**src/rtl/ecc_err_pkg.sv**
```systemverilog
package ecc_err_pkg;
  localparam int NUM_CLS = 4;

  // class index = interrupt line index
  localparam int CLS_DIR_FIX  = 0;
  localparam int CLS_DAT_FIX  = 1;
  localparam int CLS_DAT_FAIL = 2;
  localparam int CLS_DIR_FAIL = 3;

  localparam int OFF_CFG = 'h00;
  localparam int OFF_WAY = 'h08;
  localparam int OFF_INJ = 'h40;

  function automatic int cls_base(input int c);
    case (c)
      CLS_DIR_FIX:  return 'h100;
      CLS_DAT_FIX:  return 'h140;
      CLS_DAT_FAIL: return 'h160;
      default:      return 'h120;
    endcase
  endfunction

  function automatic logic inj_in_window(input logic [31:0] v);
    return (v < 32'h0000_00FF) || (v >= 32'h0001_0000 && v <= 32'h0001_00FE);
  endfunction
endpackage

```
**src/rtl/ecc_err_class.sv**
```systemverilog
module ecc_err_class #(
  parameter int ADDR_W = 64,
  parameter int CNT_W  = 32
) (
  input  logic              clk_i,
  input  logic              rst_ni,
  input  logic              ev_i,
  input  logic [ADDR_W-1:0] ev_addr_i,
  input  logic              cnt_rd_i,
  output logic [ADDR_W-1:0] addr_o,
  output logic [CNT_W-1:0]  cnt_o,
  output logic              irq_o
);
  localparam logic [CNT_W-1:0] CNT_MAX = '1;

  always_ff @(posedge clk_i or negedge rst_ni) begin
    if (!rst_ni) begin
      addr_o <= '0;
      cnt_o  <= '0;
      irq_o  <= 1'b0;
    end else begin
      if (ev_i) begin
        addr_o <= ev_addr_i;
        if (cnt_o != CNT_MAX) cnt_o <= cnt_o + 1'b1;
      end
      // a new event outranks the clearing read
      if (ev_i)          irq_o <= 1'b1;
      else if (cnt_rd_i) irq_o <= 1'b0;
    end
  end
endmodule

```
**src/rtl/ecc_err_inject.sv**
```systemverilog
module ecc_err_inject import ecc_err_pkg::*; (
  input  logic        clk_i,
  input  logic        rst_ni,
  input  logic        wr_i,
  input  logic [31:0] wdata_i,
  output logic        inj_valid_o,
  output logic        inj_target_o,
  output logic [7:0]  inj_bit_o,
  output logic [31:0] rdback_o
);
  logic accept;
  logic [31:0] inj_q;

  assign accept = wr_i && inj_in_window(wdata_i);

  always_ff @(posedge clk_i or negedge rst_ni) begin
    if (!rst_ni) begin
      inj_q       <= '0;
      inj_valid_o <= 1'b0;
    end else begin
      inj_valid_o <= accept;
      if (accept) inj_q <= wdata_i & 32'h0001_00FF;
    end
  end

  assign inj_target_o = inj_q[16];
  assign inj_bit_o    = inj_q[7:0];
  assign rdback_o     = inj_q;
endmodule

```
**src/rtl/ecc_err_report.sv**
```systemverilog
module ecc_err_report import ecc_err_pkg::*; #(
  parameter int REG_AW    = 12,
  parameter int ADDR_W    = 64,
  parameter int CNT_W     = 32,
  parameter int NUM_BANKS = 4,
  parameter int NUM_WAYS  = 16,
  parameter int LOG2_SETS = 10,
  parameter int LOG2_BLK  = 6
) (
  input  logic                      clk_i,
  input  logic                      rst_ni,
  input  logic                      req_i,
  input  logic                      we_i,
  input  logic [REG_AW-1:0]         addr_i,
  input  logic [31:0]               wdata_i,
  output logic [31:0]               rdata_o,
  input  logic [NUM_CLS-1:0]        ev_valid_i,
  input  logic [NUM_CLS*ADDR_W-1:0] ev_addr_i,
  output logic [NUM_CLS-1:0]        irq_o,
  output logic                      inj_valid_o,
  output logic                      inj_target_o,
  output logic [7:0]                inj_bit_o
);
  localparam logic [31:0] CFG_WORD = {8'(LOG2_BLK), 8'(LOG2_SETS), 8'(NUM_WAYS), 8'(NUM_BANKS)};
  localparam logic [7:0]  WAY_RST  = 8'(NUM_WAYS - 1);

  logic rd_en, wr_en;
  assign rd_en = req_i && !we_i;
  assign wr_en = req_i && we_i;

  logic [NUM_CLS-1:0] cnt_rd;
  logic [ADDR_W-1:0]  cls_addr [NUM_CLS];
  logic [CNT_W-1:0]   cls_cnt  [NUM_CLS];

  for (genvar c = 0; c < NUM_CLS; c++) begin : g_cls
    assign cnt_rd[c] = rd_en && (addr_i == REG_AW'(cls_base(c) + 8));
    ecc_err_class #(.ADDR_W(ADDR_W), .CNT_W(CNT_W)) u_cls (
      .clk_i     (clk_i),
      .rst_ni    (rst_ni),
      .ev_i      (ev_valid_i[c]),
      .ev_addr_i (ev_addr_i[c*ADDR_W +: ADDR_W]),
      .cnt_rd_i  (cnt_rd[c]),
      .addr_o    (cls_addr[c]),
      .cnt_o     (cls_cnt[c]),
      .irq_o     (irq_o[c])
    );
  end

  logic [31:0] inj_rdback;
  ecc_err_inject u_inj (
    .clk_i        (clk_i),
    .rst_ni       (rst_ni),
    .wr_i         (wr_en && addr_i == REG_AW'(OFF_INJ)),
    .wdata_i      (wdata_i),
    .inj_valid_o  (inj_valid_o),
    .inj_target_o (inj_target_o),
    .inj_bit_o    (inj_bit_o),
    .rdback_o     (inj_rdback)
  );

  logic [7:0] way_q;
  always_ff @(posedge clk_i or negedge rst_ni) begin
    if (!rst_ni)                                   way_q <= WAY_RST;
    else if (wr_en && addr_i == REG_AW'(OFF_WAY))  way_q <= wdata_i[7:0];
  end

  logic [31:0] rd_val;
  always_comb begin
    logic [63:0] ext;
    rd_val = '0;
    if (addr_i == REG_AW'(OFF_CFG)) rd_val = CFG_WORD;
    if (addr_i == REG_AW'(OFF_WAY)) rd_val = {24'b0, way_q};
    if (addr_i == REG_AW'(OFF_INJ)) rd_val = inj_rdback;
    for (int c = 0; c < NUM_CLS; c++) begin
      ext = 64'(cls_addr[c]);
      if (addr_i == REG_AW'(cls_base(c)))     rd_val = ext[31:0];
      if (addr_i == REG_AW'(cls_base(c) + 4)) rd_val = ext[63:32];
      if (addr_i == REG_AW'(cls_base(c) + 8)) rd_val = 32'(cls_cnt[c]);
    end
  end

  always_ff @(posedge clk_i or negedge rst_ni) begin
    if (!rst_ni) rdata_o <= '0;
    else         rdata_o <= rd_en ? rd_val : '0;
  end
endmodule

```
**config.mk**
```make
export PLATFORM = sky130hd
export DESIGN_NAME = ecc_err_report
export DESIGN_NICKNAME = d
export VERILOG_FILES = /design/src/rtl/ecc_err_pkg.sv /design/src/rtl/ecc_err_class.sv /design/src/rtl/ecc_err_inject.sv /design/src/rtl/ecc_err_report.sv
export SDC_FILE = /design/constraint.sdc
export NUM_CORES = 1
export LEC_CHECK = 0
export BUFFER_PORTS_ARGS = -buffer_cell sky130_fd_sc_hd__buf_2
export CORE_MARGIN = 2
export CORE_UTILIZATION = 53
export CTS_CLUSTER_SIZE = 16
export DETAILED_ROUTE_END_ITERATION = 7
export GPL_TIMING_DRIVEN = 0
export PLACE_DENSITY = 0.82
export SKIP_LAST_GASP = 1
export SLEW_MARGIN = 20
export SYNTH_ARGS = -nofsm -noshare
export SYNTH_HDL_FRONTEND = slang
export SYNTH_HIERARCHICAL = 1
export SYNTH_SLANG_ARGS = --single-unit
```
**constraint.sdc**
```tcl
create_clock -name clk_i -period 2.5 [get_ports clk_i]
set_input_delay 0.5 -clock clk_i [delete_from_list [all_inputs] [get_ports clk_i]]
set_output_delay 0.5 -clock clk_i [all_outputs]
set_load 0.05 [all_outputs]
```
# ---- Yosys cells after proc, flatten, opt, wreduce, memory -nomap -nowiden
# Cells that the tools add are included.
# Widths: inputs -> output; s select.
dict set report classes {
  add_sub_neg 4
  n_lt_le_gt_ge 3
  eq_ne 18
  mux 24
  n_reduce_logical 21
}
# cell n
set op_table {}
lappend op_table {{$mux 32} 13}
lappend op_table {{$eq 12x9->1 const B} 12}
lappend op_table {{$add 32x1->32 const B} 4}
lappend op_table {{$ne 32x32->1 const B} 4}
lappend op_table {{$mux 27} 3}
lappend op_table {{$ge 32x17->1 const B} 1}
lappend op_table {{$le 32x17->1 const B} 1}
lappend op_table {{$lt 32x8->1 const B} 1}
lappend op_table {{$eq 12x4->1 const B} 1}
lappend op_table {{$eq 12x7->1 const B} 1}
lappend op_table {{$logic_not 12->1} 1}
lappend op_table {{$logic_and 1x1->1} 10}
lappend op_table {{$mux 1} 8}
lappend op_table {{$reduce_and 2->1} 4}
lappend op_table {{$reduce_bool 2->1} 4}
lappend op_table {{$logic_not 1->1} 1}
lappend op_table {{$logic_or 1x1->1} 1}
dict set report totals {
  reg_bits 438
  out_inout_bits 46
  elab_cells 86
}

# ---- Longest topological paths before layout
# Gate-level depths: netlist (run 1).
dict set report depth {
  ltp_word 17
  depth_mapped 10
  depth_no_buf 7
}

# ---- Hierarchy
# Netlist (run 1), hierarchy kept.
# module n_inst cells_each area_per_inst_um2
set modules_own_cells {}
lappend modules_own_cells {ecc_err_class 4 284 4033.9}
lappend modules_own_cells {ecc_err_report 1 846 5939.4}
lappend modules_own_cells {ecc_err_inject 1 63 679.4}

# ---- Worst setup path after synthesis (run 1)
# Ideal clock, no wire load.
dict set report synth_path {
  kind {input to register}
  start {in addr_i[4]}
  end {reg u_inj.inj_q[0] (netlist: u_inj/rdback_o[0])}
  arrival_time_ps 2599
  required_time_ps 2375
  setup_slack_ps -224
  cell_stages 10
  cell_sequence {buf_2 -> nor4b_1 -> clkbuf_1 -> nand2_1 -> clkbuf_1 -> nor2_1 -> nor4b_2 -> nand4_1 -> nor2_4 -> mux2_2}
}
dict set report synth_between {
  elab_chain_len 3
}
# item line_no
set synth_lines {}
lappend synth_lines {{from (decl)} ecc_err_report.sv:14} ;# input logic [REG_AW-1:0] addr_i,
lappend synth_lines {{$eq 12x7->1} ecc_err_report.sv:53} ;# .wr_i (wr_en && addr_i == REG_AW'(OFF_INJ)),
lappend synth_lines {{$logic_and 1x1->1} ecc_err_report.sv:53}
lappend synth_lines {{$logic_and 1x1->1} ecc_err_inject.sv:14} ;# assign accept = wr_i && inj_in_window(wdata_i);
lappend synth_lines {{named net u_inj.accept} ecc_err_inject.sv:11} ;# logic accept;
lappend synth_lines {{to (signal assigned)} ecc_err_inject.sv:22} ;# if (accept) inj_q <= wdata_i & 32'h0001_00FF;
lappend synth_lines {{to (decl)} ecc_err_inject.sv:12} ;# logic [31:0] inj_q;
# The timed path passes the listed nets, and every way through them passes these cells.
# A chain may end at the register's enable or synchronous reset.

# ---- Final worst setup path (run 1)
dict set report layout_path {
  start {in addr_i[2]}
  end {reg rdata_o[23]}
}
dict set report layout_between {
  elab_chain_len 16
  elab_cells_between_ends 29
}
# item line_no
set layout_lines {}
lappend layout_lines {{$eq 12x4->1} ecc_err_report.sv:72} ;# if (addr_i == REG_AW'(OFF_WAY)) rd_val = {24'b0, way_q};
lappend layout_lines {{$mux 27} ecc_err_report.sv:72}
lappend layout_lines {{$mux 27} ecc_err_report.sv:73} ;# if (addr_i == REG_AW'(OFF_INJ)) rd_val = inj_rdback;
lappend layout_lines {{$mux 32} ecc_err_report.sv:76} ;# if (addr_i == REG_AW'(cls_base(c))) rd_val = ext[31:0];
lappend layout_lines {{$mux 32} ecc_err_report.sv:77} ;# if (addr_i == REG_AW'(cls_base(c) + 4)) rd_val = ext[63:32];
lappend layout_lines {{$mux 32} ecc_err_report.sv:78} ;# if (addr_i == REG_AW'(cls_base(c) + 8)) rd_val = 32'(cls_cnt[c]);
lappend layout_lines {{$mux 32} ecc_err_report.sv:76}
lappend layout_lines {{$mux 32} ecc_err_report.sv:77}
lappend layout_lines {{$mux 32} ecc_err_report.sv:78}
lappend layout_lines {{$mux 32} ecc_err_report.sv:76}
lappend layout_lines {{$mux 32} ecc_err_report.sv:77}
lappend layout_lines {{$mux 32} ecc_err_report.sv:78}
lappend layout_lines {{$mux 32} ecc_err_report.sv:76}
lappend layout_lines {{$mux 32} ecc_err_report.sv:77}
lappend layout_lines {{$mux 32 *} ecc_err_report.sv:78}
lappend layout_lines {{$mux 32 *} ecc_err_report.sv:84} ;# else rdata_o <= rd_en ? rd_val : '0;
lappend layout_lines {{to (signal assigned)} ecc_err_report.sv:84}
lappend layout_lines {{to (decl)} ecc_err_report.sv:16} ;# output logic [31:0] rdata_o,
# Mark *: on every way between the ends. The rest lies on a longest branch, timed or not.

==> run summary, run 1 <==
Status: complete, but fails checks
Failing checks: negative setup slack
Avg Cell Area, Syn: 11.13 um^2
CP arrival: 3120 ps
Grt peak-use layer: met2
M1 GR Usage: 54.35%
CP Launch Type: input pin
EDFF count, synth: 0
Clk sinks: 438
Launching point of the worst reg2reg path: g_cls[2].u_cls/cnt_o[0]$_DFFE_PN0P_
Htree depth: 2
CP delay by family, top: buffers and inverters
Crit Path Category: in -> reg
CTS tree: done
R2R setup slack: 250 ps
Area contributors post-synth: dfrtp_1 48%, mux2_2 14%, xnor2_1 2.8%, o22ai_1 2.4%, nor2_1 2.1%
Vias: 19878
Die H: 211.2 um
Row Count: 75
First-pass GRT wire length: 128000 um
Nets: 2790
Worst Path Buf+Inv: 4
Worst-path cell chain: buf_2 -> buf_2 -> nor4_4 -> buf_4 -> nand3_1 -> clkbuf_4 -> o22ai_1 -> a211oi_1 -> a21oi_1 -> nor4_2
Top FF cell, synth: dfrtp_1
Hold Path Cell Cnt: 2
Worst reg2reg path depth: 6
Worst slew margin: 28.04%
Clock slew at reported path FFs: 60 ps
Final Max Slew Viols: 0
Synthesized area: 0.02275 mm^2
Hold Vio Cnt, Final: 0
DP Wirelength: 67140 um
CP max-delay cell: a211oi_1
Initial antenna violation count: 2
Hold Crit Class: in -> reg
WP data required: 2990 ps
Post-synthesis async set-or-reset flop share: 100.0%
Skew-Pair Late Insertion Delay: 610 ps
Sequential fraction of the synthesis area: 48.19%
Hold path endpoint: g_cls[2].u_cls/addr_o[35]$_DFFE_PN0P_
Layout Skew: 20.28 ps
Drt total wl: 87450 um
Area grow syn2layout: 20.14%
Top cell type's share of synthesized area: 47.73%
Clock share of power: 40.5%
Via/cell ratio: 6.509
Setup ws final: -130.1 ps
M3 GR Usage: 7.062%
Minimum clock period: 2630 ps
Hold wc startpoint: ev_addr_i[163]
Final setup vio count: 11
Initial cell density of the core: 54.00%
Core area: 0.04213 mm^2
RSZ-0062 raised after global routing: true
Grt met2 use: 60.21%
Least-Margin Pin Slew: 1079 ps
Layout cell share with drive strength beyond 1: 38.39%
Reg2reg end: g_cls[2].u_cls/cnt_o[1]$_DFFE_PN0P_
Total CTS buffers: 48
Port bufs: 346
IO Pins: 354
FMAX: 380.2 MHz
# fillers: 3343
Crit path capture type: flop
Power, Total: 17700 uW
CTS max path bufs: 3
Overflow after GRT: 0
Vias in the first global route: 19989
Synth unique cells: 88
Leakage: 0.01198 uW
Die width: 211.2 um
Layout Cells excl Fill: 3054
Crit Path Max Fanout: 10
Antenna Violating Nets Remaining: 0
Mapped Cells: 2045
DIE AREA: 0.04461 mm^2
Iteration count of the initial detailed-routing pass: 7
Part of the power in registers: 47.5%
DRC viols: 0
Max stage delay on crit path: 460 ps
Most frequent CP cell: buf_2
Dominant cell type by area after synthesis: dfrtp_1
Clock root cell: clkbuf_16
Int Power: 12820 uW
Cell count after placement: 2957
DR iter-0 viols: 2341
GPL Wtd Cong: 0.9889
Routed len/inst: 28.63 um
Maximum vdd ir drop: 0.4983 mV
Switching Fraction: 27.58%
Min Hold Slack: 124.2 ps
Final period util: 105.2%
Synth warnings: 6
Comb pwr share: 12.0%
Maxcap violations: 0
NetSw: 4881 uW
Gr usage total: 39.28%
Pwr dens: 647.5 mW/mm^2
Synth Register Bits: 438
Largest net degree at the start of global routing: 103
Utilization after layout: 64.88%
[cells by family after synthesis]
logic type | share of synthesized area [%]
buffers and inverters | 4.047
other | 0.01648
AND/OR/NAND/NOR | 14.89
adder cells (fa/ha/maj) | 0.2200
AO/OA/AOI/OAI | 13.67
multiplexers | 14.92
XOR/XNOR | 4.042
flip-flops | 48.19
[synthesized netlist by cell type, types with 19 or more instances]
| library cell | count |
|---|---|
| a211oi_1 | 19 |
| a21oi_1 | 88 |
| a22oi_1 | 22 |
| and3_1 | 26 |
| buf_2 | 40 |
| buf_4 | 45 |
| clkbuf_1 | 69 |
| dfrtp_1 | 434 |
| mux2_2 | 280 |
| nand2_1 | 102 |
| nand3_1 | 81 |
| nand4_1 | 42 |
| nor2_1 | 128 |
| nor3_1 | 21 |
| nor3_2 | 20 |
| o21ai_0 | 63 |
| o22ai_1 | 89 |
| o2bb2ai_1 | 36 |
| xnor2_1 | 72 |
| xor2_1 | 33 |
[registers in the layout (all words and copies together) (netlist names)]
register	cells
g_cls.u_cls/addr_o	256
way_q	8
rdata_o	32
g_cls.u_cls/irq_o	4
g_cls.u_cls/cnt_o	128
u_inj/rdback_o	9
u_inj/inj_valid_o	1
[layout make-up]
cell class / count / area (um^2) / area share, %
inverter: 14 / 52.55 / 0.1922
timing repair buffer: 362 / 1946 / 7.117
clock buffer: 70 / 1404 / 5.135
multi-input combinational: 1448 / 11180 / 40.89
sequential: 438 / 10970 / 40.11
clock inverter: 16 / 175.2 / 0.6408
buffer: 166 / 938.4 / 3.433
antenna: 1 / 2.502 / 0.009154
tap: 539 / 674.4 / 2.467
[power by group through the flow]
stage          Sequential, uW  Clock [uW]  Combinational [uW]
2_1_floorplan            8220           0                1200
3_3_place_gp             8480           0                1940
3_5_place_dp             8510           0                2040
4_1_cts                  8400        7220                2070
5_1_grt                  8480        7490                2270
6_report                 8410        7160                2120
[routing by layer]
layer / routed length (um) / vias up
met4: 4327 / 0
met3: 7997 / 236
met2: 39220 / 1166
met1: 35900 / 9995
met5: 0 / -
li1: - / 8481
[what timing repair did]
action	CTS	global route
hold buffers	1	0
setup endpoints to repair	43	40
pin swaps	2	1
setup buffers	5	5
hold endpoints to repair	46	0
resized for setup	49	47
[cell usage in the layout, fill, tap and decap left out, drive strengths merged, types with 9 or more instances in the layout]
master / synthesis / layout
clkbuf: 69 / 141
nor2b: 17 / 17
and3: 26 / 26
conb: 1 / 23
a22oi: 22 / 22
and4: 20 / 20
xor2: 33 / 33
a21oi: 92 / 92
nand4: 46 / 46
nor3: 47 / 47
mux2: 290 / 290
o2bb2ai: 40 / 40
a41oi: 12 / 12
a211oi: 20 / 20
and2: 9 / 9
nand2: 106 / 106
xnor2: 72 / 72
mux2i: 13 / 13
nor4: 22 / 22
nand2b: 13 / 13
clkinv: 0 / 9
nor2: 132 / 132
o21ai: 66 / 66
a221o: 9 / 9
o22ai: 89 / 89
a32oi: 9 / 9
inv: 14 / 17
buf: 98 / 456
a22o: 16 / 16
a31oi: 14 / 14
nand3: 90 / 90
dfrtp: 434 / 434
[stage by stage]
stage / setup slack (ps) / setup TNS, ps / area, um^2
3_5_place_dp: -1489 / -51270 / 25390
2_1_floorplan: 2.396 / 0 / 22850
4_1_cts: -130.5 / -592.0 / 27170
3_3_place_gp: -7616 / -3351940 / 25250
6_report: -130.1 / -486.7 / 27340
5_1_grt: -107.2 / -375.0 / 27340
[worst max path at each step]
stage	start	endpoint	slack, ps	cells past startpoint
2_1_floorplan	addr_i[4]	u_inj/rdback_o[0]$_DFFE_PN0P_	2	10
6_report	addr_i[2]	rdata_o[23]$_DFF_PN0_	-130	10
5_1_grt	addr_i[1]	rdata_o[23]$_DFF_PN0_	-110	10
3_3_place_gp	rst_ni	g_cls[3].u_cls/addr_o[53]$_DFFE_PN0P_	-7620	1
3_5_place_dp	addr_i[9]	rdata_o[23]$_DFF_PN0_	-1490	9
4_1_cts	addr_i[1]	rdata_o[10]$_DFF_PN0_	-130	9
No activity file was read; power rests on OpenSTA's default activity.
==> run 2: changes to the inputs <==
- TNS_END_PERCENT: unset -> 1
==> run summary, run 2 (synthesized netlist as in run 1, its figures left out) <==
Commonest non-fill, non-tap cell in the layout: dfrtp_1
CP Launch Type: input pin
Clk sinks: 438
Minimum clock period: 2710 ps
Launching point of the worst reg2reg path: g_cls[2].u_cls/cnt_o[0]$_DFFE_PN0P_
Clock share of power: 40.5%
GPL Wtd Cong: 0.9889
Top flop regs: g_cls.u_cls/addr_o x256, g_cls.u_cls/cnt_o x128, rdata_o x32
Gr usage total: 39.27%
Worst reg2reg path depth: 6
NetSw: 4872 uW
DR iter-0 viols: 2494
Routed len/inst: 28.56 um
Hold Crit Class: in -> reg
Hold wc startpoint: ev_addr_i[163]
Antenna Violating Nets Remaining: 0
Port bufs: 346
Layout cell share with drive strength beyond 1: 38.21%
Final instance area: 0.02730 mm^2
Vias in the first global route: 19973
Placed Instance Area: 0.02539 mm^2
Drt total wl: 87270 um
RSZ-0062 raised after global routing: true
Hold Path Cell Cnt: 2
Switching Fraction: 27.54%
Status: complete, but fails checks
Max reg flops: 256
Nets: 2791
Int Power: 12810 uW
Maximum vdd ir drop: 0.5202 mV
First-pass GRT wire length: 127800 um
Htree depth: 2
Failing checks: design-rule violations, negative setup slack
IO Pins: 354
DP Wirelength: 67140 um
Part of the power in registers: 47.6%
CP arrival: 3170 ps
Pwr dens: 647.7 mW/mm^2
Sequential cell area: 0.01097 mm^2
Crit Path Category: in -> reg
FMAX: 369.1 MHz
Crit path capture type: flop
Power, Total: 17690 uW
CTS max path bufs: 3
Reg2reg end: g_cls[2].u_cls/cnt_o[1]$_DFFE_PN0P_
Die width: 211.2 um
Overflow after GRT: 0
Maxcap violations: 0
Initial antenna violation count: 3
Worst slew margin: 31.24%
Vias: 19857
Clock slew at reported path FFs: 60 ps
DRC viols: 1
Hold path endpoint: g_cls[2].u_cls/addr_o[35]$_DFFE_PN0P_
Hold Vio Cnt, Final: 0
Final Max Slew Viols: 0
Min Hold Slack: 122.2 ps
Final setup vio count: 25
WP data required: 2960 ps
Clock root cell: clkbuf_16
R2R setup slack: 280 ps
Leakage: 0.01198 uW
Least-Margin Pin Slew: 1031 ps
Iteration count of the initial detailed-routing pass: 8
Layout Skew: 23.55 ps
CTS tree: done
Largest net degree at the start of global routing: 103
Comb pwr share: 11.9%
Final period util: 108.4%
Initial cell density of the core: 54.00%
Area of the multi-input gates: 0.01115 mm^2
Core area: 0.04213 mm^2
Crit Path Max Fanout: 10
Largest register by flop count: g_cls.u_cls/addr_o
Via/cell ratio: 6.498
Commonest non-fill, non-tap cells in the layout: 434 x dfrtp_1, 389 x buf_2, 280 x mux2_2, 124 x nor2_1, 101 x nand2_1
Row Count: 75
# fillers: 3344
Die H: 211.2 um
Total CTS buffers: 48
Setup ws final: -209.5 ps
Skew-Pair Late Insertion Delay: 610 ps
Area grow syn2layout: 19.99%
DIE AREA: 0.04461 mm^2
==> run 2: cell type report <==
class / instances / area share [%]
multi-input combinational: 1448 / 40.83
buffer: 166 / 3.368
tap: 539 / 2.470
timing repair buffer: 363 / 7.176
inverter: 14 / 0.1925
sequential: 438 / 40.16
clock buffer: 70 / 5.142
antenna: 2 / 0.01833
clock inverter: 16 / 0.6416
==> run 2: power groups by stage <==
stage	registers [uW]	clock network (uW)	logic, uW
finish	8420	7160	2110
global route	8480	7480	2260
CTS	8400	7220	2060
detailed placement	8510	0	2040
global placement	8480	0	1940
floorplan	8220	0	1200
==> run 2: worst max-delay path by stage <==
stage               slack, ps  cells past startpoint       from                                     to
detailed placement      -1490                      9  addr_i[9]                  rdata_o[23]$_DFF_PN0_
global route             -140                     10  addr_i[1]                  rdata_o[10]$_DFF_PN0_
CTS                      -180                      7  addr_i[9]                  rdata_o[11]$_DFF_PN0_
finish                   -210                     10  addr_i[0]                  rdata_o[10]$_DFF_PN0_
floorplan                   2                     10  addr_i[4]          u_inj/rdback_o[0]$_DFFE_PN0P_
global placement        -7620                      1     rst_ni  g_cls[3].u_cls/addr_o[53]$_DFFE_PN0P_
==> run 2: through the flow <==
step | setup WS [ps] | instances | utilization, % | TNS (ps)
2_1_floorplan | 2.396 | 2067 | - | 0
3_3_place_gp | -7616 | 2952 | 59.94 | -3351940
3_5_place_dp | -1489 | 2957 | 60.26 | -51270
4_1_cts | -184.5 | 3049 | 64.26 | -3103
5_1_grt | -135.4 | 3056 | 64.80 | -2678
6_report | -209.5 | 3056 | 64.80 | -1641
==> run 2: routing by layer <==
| metal | up-vias | global-route usage, % | wire length, um |
|---|---|---|---|
| met4 | 0 | 18.94 | 4587 |
| met2 | 1191 | 59.85 | 39070 |
| met5 | - | 0 | 0 |
| met1 | 9957 | 54.23 | 35570 |
| li1 | 8469 | - | - |
| met3 | 240 | 7.404 | 8036 |
==> run 2: worst max-delay path, cell delays in order <==
cell      delay [ps]
buf_2            160
buf_2            310
or4b_1           160
clkbuf_1         350
clkbuf_4         360
buf_2            310
o22ai_1          130
a22oi_1          420
a211oi_1         120
nor3_2           340
==> run 2: what timing repair did <==
action	4_1_cts	5_1_grt
pin swaps	2	2
hold buffers	1	0
setup buffers	5	6
gates resized for setup	26	57
endpoints found under the setup margin	43	42
endpoints found under the hold margin	46	0
